`src/rtl/cpp_pkg.sv`:
```
package cpp_pkg;
  typedef struct packed {
    logic load;
  } ctrlStrobes_t;
endpackage

```
`src/rtl/cpp_window.sv`:
```
module cpp_window #(
  parameter int NUM_PORTS = 4,
  localparam int IDX_W = $clog2(NUM_PORTS + 1),
  localparam int WIN_W = 2 * NUM_PORTS - 1
) (
  input  logic [IDX_W-1:0] startIdx,
  output logic [WIN_W-1:0] winMask
);
  logic inRange;
  int   startInt;

  always_comb begin
    startInt = int'(startIdx);
    inRange  = (startInt >= 1) && (startInt <= NUM_PORTS);
  end

  // Window bits p-1 .. p+NUM_PORTS-2 are set for start port p.
  for (genvar j = 0; j < WIN_W; j++) begin : g_win
    assign winMask[j] = inRange && (j >= startInt - 1) && (j <= startInt + NUM_PORTS - 2);
  end
endmodule

```
`src/rtl/cpp_match.sv`:
```
module cpp_match #(
  parameter int NUM_PORTS = 4,
  localparam int IDX_W = $clog2(NUM_PORTS + 1),
  localparam int WIN_W = 2 * NUM_PORTS - 1
) (
  input  logic [WIN_W-1:0]     winMask,
  input  logic [NUM_PORTS-1:0] liveMask,
  output logic                 hitFound,
  output logic [IDX_W-1:0]     hitPort
);
  logic [WIN_W-1:0] hitVec;

  for (genvar j = 0; j < WIN_W; j++) begin : g_hit
    assign hitVec[j] = winMask[j] & liveMask[j % NUM_PORTS];
  end

  // Lowest window index has priority: scan downward so the last write wins.
  always_comb begin
    hitFound = 1'b0;
    hitPort  = '0;
    for (int j = WIN_W - 1; j >= 0; j--) begin
      if (hitVec[j]) begin
        hitFound = 1'b1;
        hitPort  = IDX_W'((j % NUM_PORTS) + 1);
      end
    end
  end
endmodule

```
`src/rtl/cpp_ctrl.sv`:
```
module cpp_ctrl
  import cpp_pkg::*;
(
  input  logic         clk,
  input  logic         rst_n,
  input  logic         reqValid,
  output ctrlStrobes_t strobes,
  output logic         rspValid
);
  always_comb strobes.load = reqValid;

  always_ff @(posedge clk or negedge rst_n) begin
    if (!rst_n) rspValid <= 1'b0;
    else        rspValid <= reqValid;
  end
endmodule

```
`src/rtl/cpp_datapath.sv`:
```
module cpp_datapath
  import cpp_pkg::*;
#(
  parameter int NUM_PORTS = 4,
  localparam int IDX_W = $clog2(NUM_PORTS + 1),
  localparam int WIN_W = 2 * NUM_PORTS - 1
) (
  input  logic                 clk,
  input  logic                 rst_n,
  input  ctrlStrobes_t         strobes,
  input  logic [IDX_W-1:0]     startPort,
  input  logic [NUM_PORTS-1:0] liveMask,
  output logic [IDX_W-1:0]     pickPort,
  output logic                 pickFound
);
  logic [WIN_W-1:0] winMask;
  logic             hitFound;
  logic [IDX_W-1:0] hitPort;

  cpp_window #(.NUM_PORTS(NUM_PORTS)) u_window (
    .startIdx(startPort),
    .winMask (winMask)
  );

  cpp_match #(.NUM_PORTS(NUM_PORTS)) u_match (
    .winMask (winMask),
    .liveMask(liveMask),
    .hitFound(hitFound),
    .hitPort (hitPort)
  );

  always_ff @(posedge clk or negedge rst_n) begin
    if (!rst_n) begin
      pickPort  <= '0;
      pickFound <= 1'b0;
    end else if (strobes.load) begin
      pickPort  <= hitPort;
      pickFound <= hitFound;
    end
  end
endmodule

```
`src/rtl/circ_port_pick.sv`:
```
module circ_port_pick
  import cpp_pkg::*;
#(
  parameter int NUM_PORTS = 4,
  localparam int IDX_W = $clog2(NUM_PORTS + 1)
) (
  input  logic                 clk,
  input  logic                 rst_n,
  input  logic                 reqValid,
  input  logic [IDX_W-1:0]     startPort,
  input  logic [NUM_PORTS-1:0] liveMask,
  output logic                 rspValid,
  output logic [IDX_W-1:0]     pickPort,
  output logic                 pickFound
);
  ctrlStrobes_t strobes;

  cpp_ctrl u_ctrl (
    .clk     (clk),
    .rst_n   (rst_n),
    .reqValid(reqValid),
    .strobes (strobes),
    .rspValid(rspValid)
  );

  cpp_datapath #(.NUM_PORTS(NUM_PORTS)) u_dp (
    .clk      (clk),
    .rst_n    (rst_n),
    .strobes  (strobes),
    .startPort(startPort),
    .liveMask (liveMask),
    .pickPort (pickPort),
    .pickFound(pickFound)
  );
endmodule

```
`config.mk`:
```
export PLATFORM = sky130hd
export DESIGN_NAME = circ_port_pick
export DESIGN_NICKNAME = d
export VERILOG_FILES = /design/src/rtl/cpp_pkg.sv /design/src/rtl/cpp_window.sv /design/src/rtl/cpp_match.sv /design/src/rtl/cpp_ctrl.sv /design/src/rtl/cpp_datapath.sv /design/src/rtl/circ_port_pick.sv
export SDC_FILE = /design/constraint.sdc
export NUM_CORES = 1
export LEC_CHECK = 0
export CAP_MARGIN = 10
export CORE_MARGIN = 5
export CORE_UTILIZATION = 45
export CTS_CLUSTER_DIAMETER = 100
export DETAILED_ROUTE_END_ITERATION = 7
export PLACE_DENSITY_LB_ADDON = 0.1
export SKIP_CTS_REPAIR_TIMING = 1
export SYNTH_ARGS = -nofsm -noshare
export SYNTH_HDL_FRONTEND = slang
export SYNTH_HIERARCHICAL = 1
export SYNTH_SLANG_ARGS = --single-unit
export TNS_END_PERCENT = 20
```
`constraint.sdc`:
```
create_clock -name clk -period 1.4 [get_ports clk]
set_clock_uncertainty 0.2 [all_clocks]
set_input_delay 0.28 -clock clk [delete_from_list [all_inputs] [get_ports clk]]
set_output_delay 0.28 -clock clk [all_outputs]
set_load 0.05 [all_outputs]
```
== After elaboration in Yosys (flattened, before gate mapping) ==
Index checks and enable logic that the tools add are counted.
Storage, ports and cells
  flip-flop bits (word level): 5
  input bits: 10
  output and inout port bits: 5
  word-level logic and storage cells: 58
Cells by class
  add/sub/neg operators: 3
  magnitude comparators: 16
  muxes and demuxes: 14
  bitwise gates (word level): 7
  reductions and logical operators: 15
Operators with widths (count)
  <= comparator 4 x 32 -> 1 bit (first input constant): 3
  <= comparator 3 x 32 -> 1 bit (first input constant): 2
  <= comparator 1 x 32 -> 1 bit (first input constant): 1
  <= comparator 2 x 32 -> 1 bit (first input constant): 1
  subtractor 32 x 3 -> 32 bit (second input constant): 1
  2-to-1 mux 3 bit: 6
  logical AND 1 bit: 15
  greater-or-equal comparator 4 bit (first input constant): 3
  greater-or-equal comparator 3 x 4 -> 1 bit (first input constant): 2
  bitwise AND 1 bit: 7
  2-to-1 mux 1 bit: 7
  adder 3 x 3 -> 4 bit (second input constant): 1
  greater-or-equal comparator 1 x 4 -> 1 bit (first input constant): 1
  greater-or-equal comparator 2 x 4 -> 1 bit (first input constant): 1
  subtractor 3 x 1 -> 4 bit (second input constant): 1
  greater-or-equal comparator 3 x 1 -> 1 bit (second input constant): 1
  <= comparator 3 bit (second input constant): 1
  2-to-1 mux 2 bit: 1

== Logic depth before layout (Yosys ltp) ==
  depth after elaboration: 12
  gate-level depth with buffers: 10

== Cells and area by module ==
Netlist, hierarchy kept.
By module, submodules not included
  cpp_window: times used 1, cells each 49, area an instance 381.6 um^2, sequential area each 0.0 um^2
  cpp_datapath: times used 1, cells each 8, area an instance 145.1 um^2, sequential area each 100.1 um^2
  cpp_match: times used 1, cells each 19, area an instance 120.1 um^2, sequential area each 0.0 um^2
  cpp_ctrl: times used 1, cells each 2, area an instance 32.5 um^2, sequential area each 25.0 um^2

== Least setup slack after synthesis ==
OpenSTA, ideal clock, no wires.
  path kind: input-to-reg
  from: input startPort[1]
  to: register u_dp.pickPort[0]
  arrival time: 1.961 ns
  data required time: 1.075 ns
  slack: -0.885 ns
  stages on the path: 10
  buffers on the path: 0
  cells stage by stage: inv_1 -> ha_1 -> ha_1 -> and4bb_1 -> nor3_2 -> a211oi_1 -> and2_1 -> o2111ai_1 -> o211ai_1 -> mux2_2
On the way
  elaborated cells between the ends (all ways): 48
  those cells by class: 3 x add/sub; 16 x order compare; 7 x mux; 7 x bitwise; 15 x reduce/logical
RTL lines
  from (decl): RTL line circ_port_pick.sv:10  | input logic [IDX_W-1:0] startPort,
  adder 3 x 3 -> 4 bit (tied with other cells): RTL line cpp_window.sv:19  | assign winMask[j] = inRange && (j >= startInt - 1) && (j <= startInt + NUM_PORTS - 2);
  subtractor 32 x 3 -> 32 bit (tied with other cells): RTL line cpp_window.sv:19
  <= comparator 3 x 32 -> 1 bit or logical AND 1 bit (tied branches): RTL line cpp_window.sv:19
  logical AND 1 bit (*): RTL line cpp_window.sv:19
  named net u_dp.winMask[2]: RTL line cpp_datapath.sv:16  | logic [WIN_W-1:0] winMask;
  bitwise AND 1 bit (*): RTL line cpp_match.sv:14  | assign hitVec[j] = winMask[j] & liveMask[j % NUM_PORTS];
  2-to-1 mux 3 bit (*) (3 in a row): RTL line cpp_match.sv:22  | if (hitVec[j]) begin
  named net u_dp.hitPort[0]: RTL line cpp_datapath.sv:18  | logic [IDX_W-1:0] hitPort;
  to (signal assigned): RTL line cpp_datapath.sv:37  | pickPort <= hitPort;
  to (decl): RTL line cpp_datapath.sv:13  | output logic [IDX_W-1:0] pickPort,
Mark *: on every way through the listed nets, which the timed path passes. The rest lies on a longest branch.
A chain may end at the register's enable or synchronous reset.

== Final worst setup path ==
  from: input startPort[1]
  to: register u_dp.pickPort[0]
On the way
  elaborated cells between the ends (all ways): 48
  those cells by class: 3 x add/sub; 16 x order compare; 7 x mux; 7 x bitwise; 15 x reduce/logical
RTL lines (RTL line)
  adder 3 x 3 -> 4 bit (tied with other cells): cpp_window.sv:19
  subtractor 32 x 3 -> 32 bit (tied with other cells): cpp_window.sv:19
  <= comparator 4 x 32 -> 1 bit or logical AND 1 bit (tied branches): cpp_window.sv:19
  logical AND 1 bit (*): cpp_window.sv:19
  named net u_dp.winMask[5]: cpp_datapath.sv:16
  bitwise AND 1 bit (*): cpp_match.sv:14
  2-to-1 mux 3 bit (*) (6 in a row): cpp_match.sv:22
  named net u_dp.hitPort[0]: cpp_datapath.sv:18
Marked as above.

==> flow_metrics.env <==
export IMPL_status="complete, but fails checks"
export IMPL_failed_checks="negative setup slack"
export IMPL_nFillCells=75
export IMPL_synth_edff_count=0
export IMPL_grt_ovfl_total=0
export IMPL_synthArstFlopShare_pct=100
export IMPL_grt_pass1_vias=676
export IMPL_p_int_mw=0.559
export IMPL_area_delta_synth_final_pct=85.3
export IMPL_io_buffer_count=14
export IMPL_drive_above_1_share_pct=53.4
export IMPL_drc_errors=0
export IMPL_maxSlewHeadroom_pct=76.3
export IMPL_critPathKind="primary input to register"
export IMPL_synthTopCellsByCount="13 x ha_1, 8 x nor2_1, 6 x a21oi_1, 6 x nand2_1, 5 x dfrtp_1"
export IMPL_min_path_type="primary input to async pin"
export IMPL_p_sw_share_pct=40.6
export IMPL_clk_pin_slew_worst_paths_ns=0.05
export IMPL_antenna_left=0
export IMPL_wirelength_um=2610
export IMPL_synth_seq_cells=5
export IMPL_clock_fmax_ghz=0.424
export IMPL_h_tree_depth=1
export IMPL_clk_latency_ns=0.24
export IMPL_wl_met3_um=188
export IMPL_clock_sinks=5
export IMPL_die_area_sq_mm=0.00239
export IMPL_ys_top_cells_by_area="ha_1 24%, dfrtp_1 18%, mux2_2 6.6%, a21oi_1 4.4%, nor2_1 4.4%"
export IMPL_worst_pin_slew_ns=0.355
export IMPL_setup_ws_ns=-0.957
export IMPL_fin_cells=132
export IMPL_grt_max_degree=9
export IMPL_cp_start_kind="primary input"
export IMPL_routedWlPerCell_um=19.8
export IMPL_wl_met1_um=1010
export IMPL_yosysTopAreaCell="ha_1"
export IMPL_syn_inst=78
export IMPL_slew_violations=0
export IMPL_worst_hold_slack_ns=0.0509
export IMPL_fin_crit_ns=2.36
export IMPL_grtUsageTotal_pct=15.1
export IMPL_dp_hpwl_um=1420
export IMPL_maxCapViolations=0
export IMPL_drt_pass1_iterations=4
export IMPL_critPathRequiredTime_ns=1.33
export IMPL_cellLeakagePower_nw=0.559
export IMPL_numCtsBuffers=3
export IMPL_ys_seq_area_share_pct=18.4
export IMPL_synth_area_sq_um=679
export IMPL_globalplace_congestion=0.839
export IMPL_dr_total_vias=822
export IMPL_switching_power_mw=0.381
export IMPL_combPwrFrac_pct=61.1
export IMPL_cp_max_fo=7
export IMPL_drt_iter0_drc=14
export IMPL_antenna_found_initial=0
export IMPL_dp_cells=121
export IMPL_fp_row_count=14
export IMPL_ys_warn_count=6
export IMPL_die_h_um=48.9
export IMPL_yosysUniqueCellTypes=30
export IMPL_core_area_sq_mm=0.00147
export IMPL_avgSynthCellArea_sq_um=8.71
export IMPL_final_period_utilization_pct=168
export IMPL_antenna_cells=0
export IMPL_power_mw=0.940
export IMPL_grt_pass1_wl_um=3000
export IMPL_cts_root_buf="clkbuf_4"
export IMPL_ios=15
export IMPL_hold_violations=0
export IMPL_viasPerCell=6.23
export IMPL_ir_worst_vdd_uv=910
export IMPL_fp_dieW_um=48.9
export IMPL_synth_main_ff_cell="dfrtp_1"
export IMPL_rsz0062_at_grt="yes"
export IMPL_nNetsFinal=140
export IMPL_crit_arrival_ns=2.29
export IMPL_post_place_ws_ns=-1.56
export IMPL_clockBufferDepth=2
export IMPL_dr_wl_met2_um=1310
export IMPL_tritoncts="built"
export IMPL_p_seq_share_pct=20.8
export IMPL_cp_end_kind="register"
export IMPL_synth_top_area_share_pct=23.9
export IMPL_initial_core_util_pct=46.2
export IMPL_syn_nets=101
export IMPL_powerDensity_mw_per_mm2=747
export IMPL_final_setup_viol_count=4
export IMPL_synth_most_common_cell="ha_1"
export IMPL_top_layer_used="met4"
export IMPL_pwr_share_clk_pct=18.1
[power groups by stage]
stage | Sequential, mW | Clock (mW) | Combinational (mW)
floorplan | 0.267 | 0 | 0.165
global placement | 0.196 | 0 | 0.448
detailed placement | 0.196 | 0 | 0.456
CTS | 0.194 | 0.173 | 0.457
global route | 0.199 | 0.195 | 0.596
finish | 0.195 | 0.170 | 0.574
[state kept, by name (all words and copies together) (netlist names)]
register and count:
u_dp/pickPort 3, u_dp/pickFound 1, u_ctrl/rspValid 1
[logic make-up (layout without fill, tap and decap cells)]
| logic type | count (synthesis) | in the layout | share of synthesized area, % |
|---|---|---|---|
| and+or+nand+nor | 30 | 30 | 25.4 |
| AOI/OAI and AO/OA | 20 | 20 | 21.7 |
| adders and majority gates | 13 | 13 | 23.9 |
| buffers and inverters | 6 | 44 | 3.87 |
| DFF | 5 | 5 | 18.4 |
| muxes | 4 | 4 | 6.63 |
[cells in the final DEF, fill, tap and decap left out, types with 2 or more instances in the layout]
cell             netlist  final
nor2_1                 8      7
dlymetal6s2s_1         0      2
nor3_2                 1      3
a211oi_4               0      2
ha_4                   0      4
clkdlybuf4s50_1        0      6
dfrtp_1                5      5
nand2_1                6      5
nor2b_1                2      2
buf_12                 0      5
inv_1                  4      2
inv_2                  1      2
o211ai_1               2      2
nor3b_2                1      2
mux2_4                 0      3
a21oi_1                6      3
ha_1                  13      8
buf_4                  1     20
o21ai_0                2      2
clkbuf_4               0      3
a21oi_2                0      3
[final cells by class]
class | instances | area, sq um | area share, %
multi-input cells | 67 | 703 | 55.9
repair buffers | 35 | 362 | 28.7
clock buffers | 4 | 26.3 | 2.09
well taps | 16 | 20.0 | 1.59
flip-flops and latches | 5 | 125 | 9.94
inverters | 5 | 22.5 | 1.79
[worst paths after layout]
kind | start | endpoint | slack, ns | depth (start not counted)
setup / recovery | startPort[1] | u_dp/pickPort[0]$_DFFE_PN0P_ | -0.96 | 11
hold / removal | rst_n | u_dp/pickPort[0]$_DFFE_PN0P_ | 0.05 | 1
setup reg to reg | u_dp/pickFound$_DFFE_PN0P_ | u_dp/pickFound$_DFFE_PN0P_ | 0.39 | 1
hold reg to reg | u_dp/pickPort[1]$_DFFE_PN0P_ | u_dp/pickPort[1]$_DFFE_PN0P_ | 0.37 | 1
max in group asynchronous | rst_n | u_dp/pickFound$_DFFE_PN0P_ | 0.75 | 1
min in group clk | u_dp/pickPort[1]$_DFFE_PN0P_ | u_dp/pickPort[1]$_DFFE_PN0P_ | 0.37 | 1
[layer usage]
metal	track usage [%]	vias up
li1	-	364
met1	19.7	386
met2	25.0	59
met3	3.98	13
met4	3.14	0
met5	0	-
[critical path: stages]
cell	delay (ns)
buf_8	0.08
clkinvlp_4	0.19
buf_4	0.21
ha_1	0.24
a21boi_4	0.24
nor3_1	0.09
nor3_2	0.24
nand2_1	0.09
a21oi_1	0.20
o211ai_1	0.14
mux2_2	0.28
[metrics by stage]
step	utilization (%)	setup TNS [ns]	cell area, sq um
finish	85.5	-3.69	1260
global route	85.5	-3.91	1260
CTS	72.2	-5.19	1060
detailed placement	70.4	-6.17	1040
global placement	70.4	-6.03	1040
floorplan	-	-3.19	728
Note: power is estimated with default switching activity, not from simulation.
